$ cat config.mk
export PLATFORM = sky130hd
export DESIGN_NAME = cfg_xlate
export DESIGN_NICKNAME = d
export VERILOG_FILES = /design/src/rtl/cfg_xlate_pkg.sv /design/src/rtl/cfg_xlate_addr.sv /design/src/rtl/cfg_xlate_lane.sv /design/src/rtl/cfg_xlate_seq.sv /design/src/rtl/cfg_xlate.sv
export SDC_FILE = /design/constraint.sdc
export NUM_CORES = 1
export LEC_CHECK = 0
export BUFFER_PORTS_ARGS = -buffer_cell sky130_fd_sc_hd__buf_2
export CAP_MARGIN = 30
export CORE_ASPECT_RATIO = 2
export CORE_MARGIN = 2
export CORE_UTILIZATION = 47
export DETAILED_ROUTE_END_ITERATION = 16
export PLACE_DENSITY_LB_ADDON = 0.08
export SETUP_SLACK_MARGIN = 0.5
export SLEW_MARGIN = 20
export SYNTH_ARGS = -nofsm -noshare
export SYNTH_HDL_FRONTEND = slang
export SYNTH_SLANG_ARGS = --single-unit
$ cat constraint.sdc
create_clock -name clk -period 2.06 [get_ports clk]
set_clock_uncertainty 0.1 [all_clocks]
set_input_delay 0.103 -clock clk [delete_from_list [all_inputs] [get_ports clk]]
set_output_delay 0.103 -clock clk [all_outputs]
set_load 0.05 [all_outputs]
$ cat src/rtl/cfg_xlate_pkg.sv
package cfg_xlate_pkg;
  localparam int BUS_W  = 8;
  localparam int DEV_W  = 5;
  localparam int FUNC_W = 3;
  localparam int SIZE_W = 3;
  localparam int DW     = 32;

  typedef enum logic [1:0] {
    ST_OK       = 2'd0,
    ST_NOTFOUND = 2'd1,
    ST_BADREG   = 2'd2
  } cfg_status_e;

  typedef enum logic [1:0] {
    SQ_IDLE,
    SQ_READ,
    SQ_WRITE,
    SQ_RESP
  } seq_state_e;

  function automatic logic size_legal(input logic [SIZE_W-1:0] sz);
    return (sz == 3'd1) || (sz == 3'd2) || (sz == 3'd4);
  endfunction
endpackage

$ cat src/rtl/cfg_xlate_addr.sv
module cfg_xlate_addr
  import cfg_xlate_pkg::*;
#(
  parameter int          AW          = 32,
  parameter int          OFF_W       = 12,
  parameter int          MAX_BUS     = 1,
  parameter logic [AW-1:0] LOCAL_BASE  = 32'h4000_0000,
  parameter logic [AW-1:0] REMOTE_BASE = 32'h5000_0000
) (
  input  logic [BUS_W-1:0]  bus,
  input  logic [DEV_W-1:0]  dev,
  input  logic [FUNC_W-1:0] func,
  input  logic [OFF_W-1:0]  off,
  output logic [AW-1:0]     addr,
  output logic              target_ok
);
  localparam int BUS_SH  = 16;
  localparam int DEV_SH  = 11;
  localparam int FUNC_SH = 8;

  logic [OFF_W-1:0] aligned_off;
  logic [BUS_W-1:0] rebased_bus;
  logic [AW-1:0]    local_addr;
  logic [AW-1:0]    remote_addr;

  assign aligned_off = {off[OFF_W-1:2], 2'b00};
  assign rebased_bus = bus - BUS_W'(1);

  assign local_addr  = LOCAL_BASE + AW'(aligned_off);
  assign remote_addr = REMOTE_BASE
                     + (AW'(rebased_bus) << BUS_SH)
                     + (AW'(dev)         << DEV_SH)
                     + (AW'(func)        << FUNC_SH)
                     + AW'(aligned_off);

  assign addr      = (bus == '0) ? local_addr : remote_addr;
  assign target_ok = (bus <= BUS_W'(MAX_BUS)) && (dev == '0) && (func == '0);
endmodule

$ cat src/rtl/cfg_xlate_lane.sv
module cfg_xlate_lane
  import cfg_xlate_pkg::*;
#(
  parameter int LANES  = DW / 8,
  parameter int LANE_W = $clog2(LANES)
) (
  input  logic [DW-1:0]     word,
  input  logic [LANE_W-1:0] lane,
  input  logic [SIZE_W-1:0] size,
  input  logic [DW-1:0]     wdata,
  output logic [DW-1:0]     rd_val,
  output logic [DW-1:0]     merged
);
  localparam int SH_W = LANE_W + 3;

  logic [SH_W-1:0]  shift;
  logic [DW-1:0]    keep_mask;
  logic [DW-1:0]    wd_shifted;
  logic [LANES-1:0] byte_en;

  assign shift      = {lane, 3'b000};
  assign keep_mask  = (size == 3'd1) ? DW'(8'hFF) : DW'(16'hFFFF);
  assign rd_val     = (word >> shift) & keep_mask;
  assign wd_shifted = (wdata & keep_mask) << shift;
  assign byte_en    = (size == 3'd1) ? (LANES'(1) << lane) : (LANES'(3) << lane);

  for (genvar g = 0; g < LANES; g++) begin : g_lane
    assign merged[g*8 +: 8] = byte_en[g] ? wd_shifted[g*8 +: 8] : word[g*8 +: 8];
  end
endmodule

$ cat src/rtl/cfg_xlate_seq.sv
module cfg_xlate_seq
  import cfg_xlate_pkg::*;
#(
  parameter int AW     = 32,
  parameter int LANE_W = 2
) (
  input  logic              clk,
  input  logic              rst,
  input  logic              req_valid,
  input  logic              req_write,
  input  logic [SIZE_W-1:0] req_size,
  input  logic [LANE_W-1:0] req_lane,
  input  logic [DW-1:0]     req_wdata,
  input  logic [AW-1:0]     xl_addr,
  input  logic              xl_ok,
  input  logic [DW-1:0]     ln_rd_val,
  input  logic [DW-1:0]     ln_merged,
  output logic              held_write,
  output logic [SIZE_W-1:0] held_size,
  output logic [LANE_W-1:0] held_lane,
  output logic [DW-1:0]     held_wdata,
  output logic              busy,
  output logic              rsp_valid,
  output logic [1:0]        rsp_status,
  output logic [DW-1:0]     rsp_rdata,
  output logic              m_req,
  output logic              m_we,
  output logic [AW-1:0]     m_addr,
  output logic [DW-1:0]     m_wdata,
  input  logic              m_ack,
  input  logic [DW-1:0]     m_rdata
);
  seq_state_e  state;
  cfg_status_e pend_status;
  logic [DW-1:0] pend_data;
  logic          full_write;

  assign full_write = req_write && (req_size == 3'd4);

  always_ff @(posedge clk) begin
    if (rst) begin
      state       <= SQ_IDLE;
      busy        <= 1'b0;
      rsp_valid   <= 1'b0;
      rsp_status  <= ST_OK;
      rsp_rdata   <= '0;
      m_req       <= 1'b0;
      m_we        <= 1'b0;
      m_addr      <= '0;
      m_wdata     <= '0;
      pend_status <= ST_OK;
      pend_data   <= '0;
      held_write  <= 1'b0;
      held_size   <= '0;
      held_lane   <= '0;
      held_wdata  <= '0;
    end else begin
      rsp_valid <= 1'b0;
      case (state)
        SQ_IDLE: begin
          if (req_valid) begin
            busy       <= 1'b1;
            held_write <= req_write;
            held_size  <= req_size;
            held_lane  <= req_lane;
            held_wdata <= req_wdata;
            if (!xl_ok) begin
              pend_status <= ST_NOTFOUND;
              pend_data   <= req_write ? '0 : '1;
              state       <= SQ_RESP;
            end else if (!size_legal(req_size)) begin
              pend_status <= ST_BADREG;
              pend_data   <= '0;
              state       <= SQ_RESP;
            end else begin
              m_req   <= 1'b1;
              m_we    <= full_write;
              m_addr  <= xl_addr;
              m_wdata <= req_wdata;
              state   <= full_write ? SQ_WRITE : SQ_READ;
            end
          end
        end
        SQ_READ: begin
          if (m_ack) begin
            if (held_write) begin
              m_we    <= 1'b1;
              m_wdata <= ln_merged;
              state   <= SQ_WRITE;
            end else begin
              m_req      <= 1'b0;
              rsp_valid  <= 1'b1;
              rsp_status <= ST_OK;
              rsp_rdata  <= (held_size == 3'd4) ? m_rdata : ln_rd_val;
              busy       <= 1'b0;
              state      <= SQ_IDLE;
            end
          end
        end
        SQ_WRITE: begin
          if (m_ack) begin
            m_req      <= 1'b0;
            m_we       <= 1'b0;
            rsp_valid  <= 1'b1;
            rsp_status <= ST_OK;
            rsp_rdata  <= '0;
            busy       <= 1'b0;
            state      <= SQ_IDLE;
          end
        end
        default: begin
          rsp_valid  <= 1'b1;
          rsp_status <= pend_status;
          rsp_rdata  <= pend_data;
          busy       <= 1'b0;
          state      <= SQ_IDLE;
        end
      endcase
    end
  end
endmodule

$ cat src/rtl/cfg_xlate.sv
module cfg_xlate
  import cfg_xlate_pkg::*;
#(
  parameter int            AW          = 32,
  parameter int            OFF_W       = 12,
  parameter int            MAX_BUS     = 1,
  parameter logic [AW-1:0] LOCAL_BASE  = 32'h4000_0000,
  parameter logic [AW-1:0] REMOTE_BASE = 32'h5000_0000
) (
  input  logic              clk,
  input  logic              rst,
  input  logic              req_valid,
  input  logic              req_write,
  input  logic [7:0]        req_bus,
  input  logic [4:0]        req_dev,
  input  logic [2:0]        req_func,
  input  logic [OFF_W-1:0]  req_off,
  input  logic [2:0]        req_size,
  input  logic [31:0]       req_wdata,
  output logic              busy,
  output logic              rsp_valid,
  output logic [1:0]        rsp_status,
  output logic [31:0]       rsp_rdata,
  output logic              m_req,
  output logic              m_we,
  output logic [AW-1:0]     m_addr,
  output logic [31:0]       m_wdata,
  input  logic              m_ack,
  input  logic [31:0]       m_rdata
);
  localparam int LANES  = DW / 8;
  localparam int LANE_W = $clog2(LANES);

  logic [AW-1:0]     xl_addr;
  logic              xl_ok;
  logic              held_write;
  logic [SIZE_W-1:0] held_size;
  logic [LANE_W-1:0] held_lane;
  logic [DW-1:0]     held_wdata;
  logic [DW-1:0]     ln_rd_val;
  logic [DW-1:0]     ln_merged;

  cfg_xlate_addr #(
    .AW(AW), .OFF_W(OFF_W), .MAX_BUS(MAX_BUS),
    .LOCAL_BASE(LOCAL_BASE), .REMOTE_BASE(REMOTE_BASE)
  ) i_addr (
    .bus(req_bus), .dev(req_dev), .func(req_func), .off(req_off),
    .addr(xl_addr), .target_ok(xl_ok)
  );

  cfg_xlate_lane #(.LANES(LANES), .LANE_W(LANE_W)) i_lane (
    .word(m_rdata), .lane(held_lane), .size(held_size), .wdata(held_wdata),
    .rd_val(ln_rd_val), .merged(ln_merged)
  );

  cfg_xlate_seq #(.AW(AW), .LANE_W(LANE_W)) i_seq (
    .clk(clk), .rst(rst),
    .req_valid(req_valid), .req_write(req_write), .req_size(req_size),
    .req_lane(req_off[LANE_W-1:0]), .req_wdata(req_wdata),
    .xl_addr(xl_addr), .xl_ok(xl_ok),
    .ln_rd_val(ln_rd_val), .ln_merged(ln_merged),
    .held_write(held_write), .held_size(held_size),
    .held_lane(held_lane), .held_wdata(held_wdata),
    .busy(busy), .rsp_valid(rsp_valid), .rsp_status(rsp_status),
    .rsp_rdata(rsp_rdata),
    .m_req(m_req), .m_we(m_we), .m_addr(m_addr), .m_wdata(m_wdata),
    .m_ack(m_ack), .m_rdata(m_rdata)
  );
endmodule

==> impl_metrics.env, run 1 <==
export IMPL_yosysWarnings=0
export IMPL_cp_data_arrival_time_ns=2.23
export IMPL_yosysTopAreaCell="dfxtp_1"
export IMPL_dr_pass1_iters=6
export IMPL_antenna_cells=0
export IMPL_placed_area_um2=8010
export IMPL_remaining_drc_errors=0
export IMPL_sw_frac_of_total=0.389
export IMPL_start_kind="register"
export IMPL_hold_path_startpoint="m_rdata[4]"
export IMPL_die_h_um=169
export IMPL_critPathRequiredTime_ns=2.25
export IMPL_via_per_inst=5.82
export IMPL_synth_async_reset_ratio=0
export IMPL_drv_cap=0
export IMPL_p_per_area_nw_per_um2=916
export IMPL_synth_ff_type="dfxtp_1"
export IMPL_netlist_instances=797
export IMPL_power_frac_seq=0.312
export IMPL_tns_ns=0
export IMPL_setup_slack_ns=0.0164
export IMPL_synth_edf_count=0
export IMPL_cts_buffer_depth=2
export IMPL_syn_to_final_growth_pct=53.9
export IMPL_p_int_uw=5490
export IMPL_clock_sinks=122
export IMPL_port_buffers=194
export IMPL_start_util=0.477
export IMPL_dp_slack_ns=-0.0923
export IMPL_final_fill_count=1033
export IMPL_final_layout_size_suffix_gt1_frac=0.363
export IMPL_leakagePower_uw=0.00429
export IMPL_wl_per_cell_um=19.5
export IMPL_gp_congestion=0.892
export IMPL_synth_cell_type_count=56
export IMPL_core_area_um2=13400
export IMPL_dieArea_um2=14600
export IMPL_worst_pin_slew_ns=0.573
export IMPL_ir_worst_vdd_v=0.000653
export IMPL_fmax_ghz=0.489
export IMPL_critPathLaunch="i_seq.state[0]$_SDFFE_PP0P_"
export IMPL_crit_path_end_kind="register"
export IMPL_hold_viol_final=0
export IMPL_synth_most_common_cell="dfxtp_1"
export IMPL_nets=1193
export IMPL_yosysTopAreaCellShare=0.383
export IMPL_htree_levels=4
export IMPL_timing_final_crit_share=0.992
export IMPL_ys_ff_latch=122
export IMPL_hold_class="in -> reg"
export IMPL_status="finished, final reports clean"
export IMPL_grt_pass1_wl_um=36700
export IMPL_drt_initial_drc_count=449
export IMPL_cp_max_fo=5
export IMPL_yosysSeqAreaShare=0.383
export IMPL_wirelength_um=24400
export IMPL_path_cells="inv_4 > ha_4 > and2_4 > o211ai_1 > or4_4 > buf_4 > nand3_2 > o41ai_4"
export IMPL_cts_root_buffer_cell="clkbuf_16"
export IMPL_grt_ovfl_total=0
export IMPL_syn_area_um2=6370
export IMPL_setup_violations=0
export IMPL_grt_start_max_net_pins=106
export IMPL_max_slew_margin=0.616
export IMPL_total_power_uw=8980
export IMPL_antenna_found_initial=0
export IMPL_placementRows=60
export IMPL_power_share_clock=0.315
export IMPL_synth_commonest_cells="dfxtp_1, nand2_1, a21oi_1"
export IMPL_critPathKind="reg -> reg"
export IMPL_switchingPower_uw=3490
export IMPL_fin_area_um2=9810
export IMPL_comb_power_share=0.372
export IMPL_r2r_start="i_seq.state[0]$_SDFFE_PP0P_"
export IMPL_num_vias=7272
export IMPL_grt_usage=0.323
export IMPL_hpwl_um=17100
export IMPL_critPathSlowestCell="or4_4"
export IMPL_post_route_util=0.734
export IMPL_antenna_left=0
export IMPL_io_pins=202
export IMPL_critPathMaxStageDelay_ns=0.64
export IMPL_synth_area_leaders="dfxtp_1, nand2_1, mux2i_1"
export IMPL_rsz0062_at_grt="yes"
export IMPL_syn_mean_instance_area_um2=8.00
export IMPL_cts_tree="yes"
export IMPL_cts_buffers=17
export IMPL_worst_skew_pair_late_latency_ns=0.42
export IMPL_cts_clk_slew_worst_paths_ns=0.06
export IMPL_die_x_um=86.4
export IMPL_period_needed_ns=2.04
export IMPL_slew_violations=0
export IMPL_grt_pass1_vias=7175
-- worst paths after layout --
path	end	slack, ns	depth (start not counted)
worst max-delay path	i_seq.m_addr[16]$_SDFFE_PP0P_	0.02	8
worst min register to register	i_seq.m_addr[7]$_SDFFE_PP0P_	0.35	2
worst min-delay path	i_seq.rsp_rdata[4]$_SDFFE_PP0P_	0.01	3
worst max register to register	i_seq.m_addr[16]$_SDFFE_PP0P_	0.02	8
-- metrics by stage --
stage,hold WS (ns),instances
after global placement,0.251,1134
after CTS,0.00133,1242
final,0.0119,1250
after floorplan,0.104,803
after detailed placement,0.261,1134
after global routing,0.0241,1250
-- layer usage --
metal | GRT usage | wire [um] | vias to the layer above
met5 | 0 | 0 | -
met2 | 0.602 | 13400 | 340
met1 | 0.325 | 8210 | 3393
met3 | 0.0419 | 1220 | 97
met4 | 0.202 | 1600 | 0
li1 | - | - | 3442
-- worst max-delay path, delay by kind of cell, from the launching register on --
kind / cells / cell delay [ns]
buffers and inverters: 2 / 0.25
AND/OR/NAND/NOR: 3 / 0.86
AO/OA/AOI/OAI: 2 / 0.20
flip-flops: 1 / 0.36
adder cells (fa/ha/maj): 1 / 0.13
-- final cells by class --
cell class,count,area [um2],share of cell area
clock buffer,18,439,0.0448
clock inverter,14,110,0.0112
inverter,17,66.3,0.00676
multi-input combinational,589,4000,0.408
sequential,122,2450,0.250
tap,155,194,0.0198
timing repair buffer,335,2540,0.259
-- registers in the layout, indices dropped and copies added (netlist names) --
register and flops:
i_seq.m_req 1, i_seq.state 2, i_seq.m_wdata 32, i_seq.m_addr 25
i_seq.held_write 1, i_seq.held_wdata 16, i_seq.pend_status 2, i_seq.rsp_valid 1
i_seq.held_size 3, i_seq.pend_data 1, i_seq.rsp_status 2, i_seq.busy 1
i_seq.m_we 1, i_seq.held_lane 2, i_seq.rsp_rdata 32
-- what timing repair did --
item / in CTS / in global routing
cloned: 6 / 1
setup buffers: 12 / 7
endpoints found under the hold margin: 60 / 0
hold buffers: 58 / 0
setup endpoints to repair: 96 / 118
resized for setup: 58 / 32
pin swaps: 25 / 24
-- power by group through the flow --
| stage | logic, uW | registers, uW | clock network [uW] |
|---|---|---|---|
| 4_1_cts | 3180 | 2800 | 2860 |
| 2_1_floorplan | 1380 | 3490 | 0 |
| 3_5_place_dp | 2890 | 2860 | 0 |
| 3_3_place_gp | 2860 | 2850 | 0 |
| 5_1_grt | 3550 | 2840 | 2950 |
| 6_report | 3350 | 2810 | 2830 |
-- cells by family (layout without fill, tap and decap cells) --
kind of cell / Yosys count / after routing / share of synthesized area
XOR/XNOR: 6 / 6 / 0.00824
flip-flops: 122 / 122 / 0.383
buffers and inverters: 92 / 384 / 0.0599
AO/OA/AOI/OAI: 244 / 244 / 0.255
multiplexers: 44 / 44 / 0.0697
adder cells (fa/ha/maj): 11 / 11 / 0.0228
other: 1 / 7 / 0.000588
AND/OR/NAND/NOR: 277 / 277 / 0.201
-- placed cells by master (no fill, tap or decap), types with 5 or more instances in the layout --
master,instances
o21ai_0,35
a211oi_1,26
o21ai_2,5
nand3_2,12
nand2_1,110
a311oi_1,8
a21oi_1,71
inv_6,7
nor2_1,65
a221oi_1,8
or3_1,7
o21ai_1,12
inv_1,15
dlygate4sd3_1,58
ha_1,8
a22oi_1,9
clkbuf_16,18
buf_12,16
buf_4,50
buf_2,192
a211oi_2,8
dfxtp_1,116
o221ai_1,24
and3_4,7
a22o_1,7
nand3_1,11
o311a_1,7
buf_6,12
nand2b_1,10
conb_1,7
nor2b_1,17
mux2i_1,41
(Power assumes the default switching activity.)
==> run 2: changes to the inputs <==
- ABC_AREA: unset -> 1
- SLEW_MARGIN: 20 -> 25
==> run 2 against run 1 <==
Maximum frequency up 8.5%; register-to-register slack better by 0.16 ns; flip-flop and latch count unchanged; global-route usage up 1.8 points; combinational power up 87%; sequential share of layout area down 1.3 points; non-clock buffer count up 7; worst hold slack better by 0.024 ns; synthesized cell count up 24%; clock-buffer cell count up 2; die area up 1.8%; clock power up 13%; largest cell class unchanged.
==> impl_metrics.env, run 2 <==
export IMPL_antenna_left=0
export IMPL_critPathRequiredTime_ns=2.26
export IMPL_core_area_um2=13500
export IMPL_cts_clk_slew_worst_paths_ns=0.06
export IMPL_grt_usage=0.340
export IMPL_worst_skew_pair_late_latency_ns=0.41
export IMPL_p_per_area_nw_per_um2=1220
export IMPL_leakagePower_uw=0.00471
export IMPL_synth_ff_type="dfxtp_1"
export IMPL_cts_tree="yes"
export IMPL_ir_worst_vdd_v=0.000755
export IMPL_syn_to_final_growth_pct=59.0
export IMPL_remaining_drc_errors=0
export IMPL_max_slew_margin=0.549
export IMPL_period_needed_ns=1.88
export IMPL_layout_common_cells="nand2_1, buf_2, dfxtp_1, nor2_1, o21ai_0"
export IMPL_hold_class="in -> reg"
export IMPL_yosysWarnings=0
export IMPL_setup_slack_ns=0.177
export IMPL_setup_violations=0
export IMPL_num_vias=8227
export IMPL_fin_area_um2=10300
export IMPL_rsz0062_at_grt="yes"
export IMPL_yosysTopAreaCellShare=0.376
export IMPL_antenna_found_initial=0
export IMPL_hpwl_um=17000
export IMPL_fin_cells=1462
export IMPL_final_common_cell="nand2_1"
export IMPL_wirelength_um=26900
export IMPL_ys_ff_latch=122
export IMPL_cp_max_fo=8
export IMPL_die_x_um=87.1
export IMPL_htree_levels=4
export IMPL_grt_pass1_wl_um=39000
export IMPL_port_buffers=194
export IMPL_cts_buffers=17
export IMPL_drv_cap=0
export IMPL_final_layout_size_suffix_gt1_frac=0.337
export IMPL_crit_path_end_kind="register"
export IMPL_start_kind="register"
export IMPL_grt_start_max_net_pins=35
export IMPL_cts_buffer_depth=2
export IMPL_synth_area_leaders="dfxtp_1, nand2_1, a21oi_1"
export IMPL_dieArea_um2=14800
export IMPL_via_per_inst=5.63
export IMPL_wl_per_cell_um=18.4
export IMPL_yosysSeqAreaShare=0.376
export IMPL_cp_data_arrival_time_ns=2.09
export IMPL_cts_root_buffer_cell="clkbuf_16"
export IMPL_antenna_cells=0
export IMPL_io_pins=202
export IMPL_dr_pass1_iters=6
export IMPL_status="finished, final reports clean"
export IMPL_worst_pin_slew_ns=0.669
export IMPL_netlist_instances=986
export IMPL_place_inst=1312
export IMPL_yosysTopAreaCell="dfxtp_1"
export IMPL_synth_async_reset_ratio=0
export IMPL_hold_viol_final=0
export IMPL_tns_ns=0
export IMPL_critPathKind="reg -> reg"
export IMPL_syn_area_um2=6490
export IMPL_grt_ovfl_total=0
export IMPL_synth_edf_count=0
export IMPL_gp_congestion=0.924
export IMPL_drt_initial_drc_count=699
export IMPL_placed_area_um2=7880
export IMPL_nets=1405
export IMPL_synth_most_common_cell="nand2_1"
export IMPL_clock_sinks=122
export IMPL_dp_slack_ns=0.143
export IMPL_synth_cell_type_count=38
export IMPL_syn_mean_instance_area_um2=6.58
export IMPL_synth_commonest_cells="nand2_1, a21oi_1, o21ai_0"
export IMPL_reg_largest_list="i_seq.m_wdata x32, i_seq.rsp_rdata x32, i_seq.m_addr x25"
export IMPL_start_util=0.480
export IMPL_placementRows=60
export IMPL_timing_final_crit_share=0.914
export IMPL_die_h_um=170
export IMPL_fmax_ghz=0.531
export IMPL_grt_pass1_vias=7971
export IMPL_slew_violations=0
-- run 2: cells by family after synthesis --
kind of cell               count (synthesis)  synth area share
buffers and inverters                    142            0.0958
other                                      1          0.000578
and+or+nand+nor                          412             0.260
DFF                                      122             0.376
xor gates and xnor gates                   4           0.00540
adders and majority gates                 11            0.0224
AOI/OAI and AO/OA                        294             0.240
-- run 2: path summary, 6_finish.rpt --
kind | startpoint | cells past startpoint | endpoint | slack, ns
max | i_seq.state[1]$_SDFFE_PP0P_ | 10 | i_seq.rsp_rdata[22]$_SDFFE_PP0P_ | 0.18
min | m_rdata[10] | 3 | i_seq.rsp_rdata[10]$_SDFFE_PP0P_ | 0.04
max reg2reg | i_seq.state[1]$_SDFFE_PP0P_ | 10 | i_seq.rsp_rdata[22]$_SDFFE_PP0P_ | 0.18
min reg2reg | i_seq.m_addr[15]$_SDFFE_PP0P_ | 2 | i_seq.m_addr[15]$_SDFFE_PP0P_ | 0.34
-- run 2: stage by stage --
step                      utilization  hold slack, ns  power, uW
after global placement          0.583           0.250       7660
after floorplan                     -           0.150       6540
after detailed placement        0.583           0.265       7690
after global routing            0.764          0.0176      13100
after CTS                       0.731          0.0104      11900
final                           0.764          0.0361      12600
-- run 2: repair_timing --
item                                    in CTS  in global routing
cloned                                       8                  5
hold buffers                                72                  0
endpoints found under the hold margin       79                  0
setup buffers                               24                  9
pin swaps                                   23                 41
endpoints found under the setup margin     110                111
gates resized for setup                     84                 77
-- run 2: final cells by class --
class / count / area, um2
clock buffer: 20 / 467
clock inverter: 12 / 163
fill: 1015 / 3190
inverter: 79 / 335
multi-input combinational: 731 / 4050
sequential: 122 / 2450
tap: 155 / 194
timing repair buffer: 342 / 2660
timing repair inverter: 1 / 7.51
-- run 2: layer usage --
metal / vias to the layer above / GRT usage / part of all wire
li1: 3858 / - / -
met1: 3759 / 0.319 / 0.32
met2: 459 / 0.646 / 0.54
met3: 151 / 0.0577 / 0.062
met4: 0 / 0.225 / 0.075
met5: - / 0 / 0
-- run 2: worst max-delay path, cell delays in order (launching register included) --
cell and delay (ns):
dfxtp_2 0.34, inv_4 0.09, ha_4 0.22, nand2_1 0.11, inv_2 0.13, nor2_2 0.05, nand2_2 0.15, clkinv_4 0.14
clkbuf_16 0.19, o21ai_0 0.18, a21oi_1 0.07
-- run 2: report_power, final --
group | switching [uW] | internal, uW | total, uW | leakage, uW
Combinational | 4030 | 2230 | 6260 | 0.00342
Sequential | 298 | 2820 | 3120 | 0.00100
Clock | 1170 | 2010 | 3190 | 0.000292
Total | 5500 | 7070 | 12600 | 0.00471
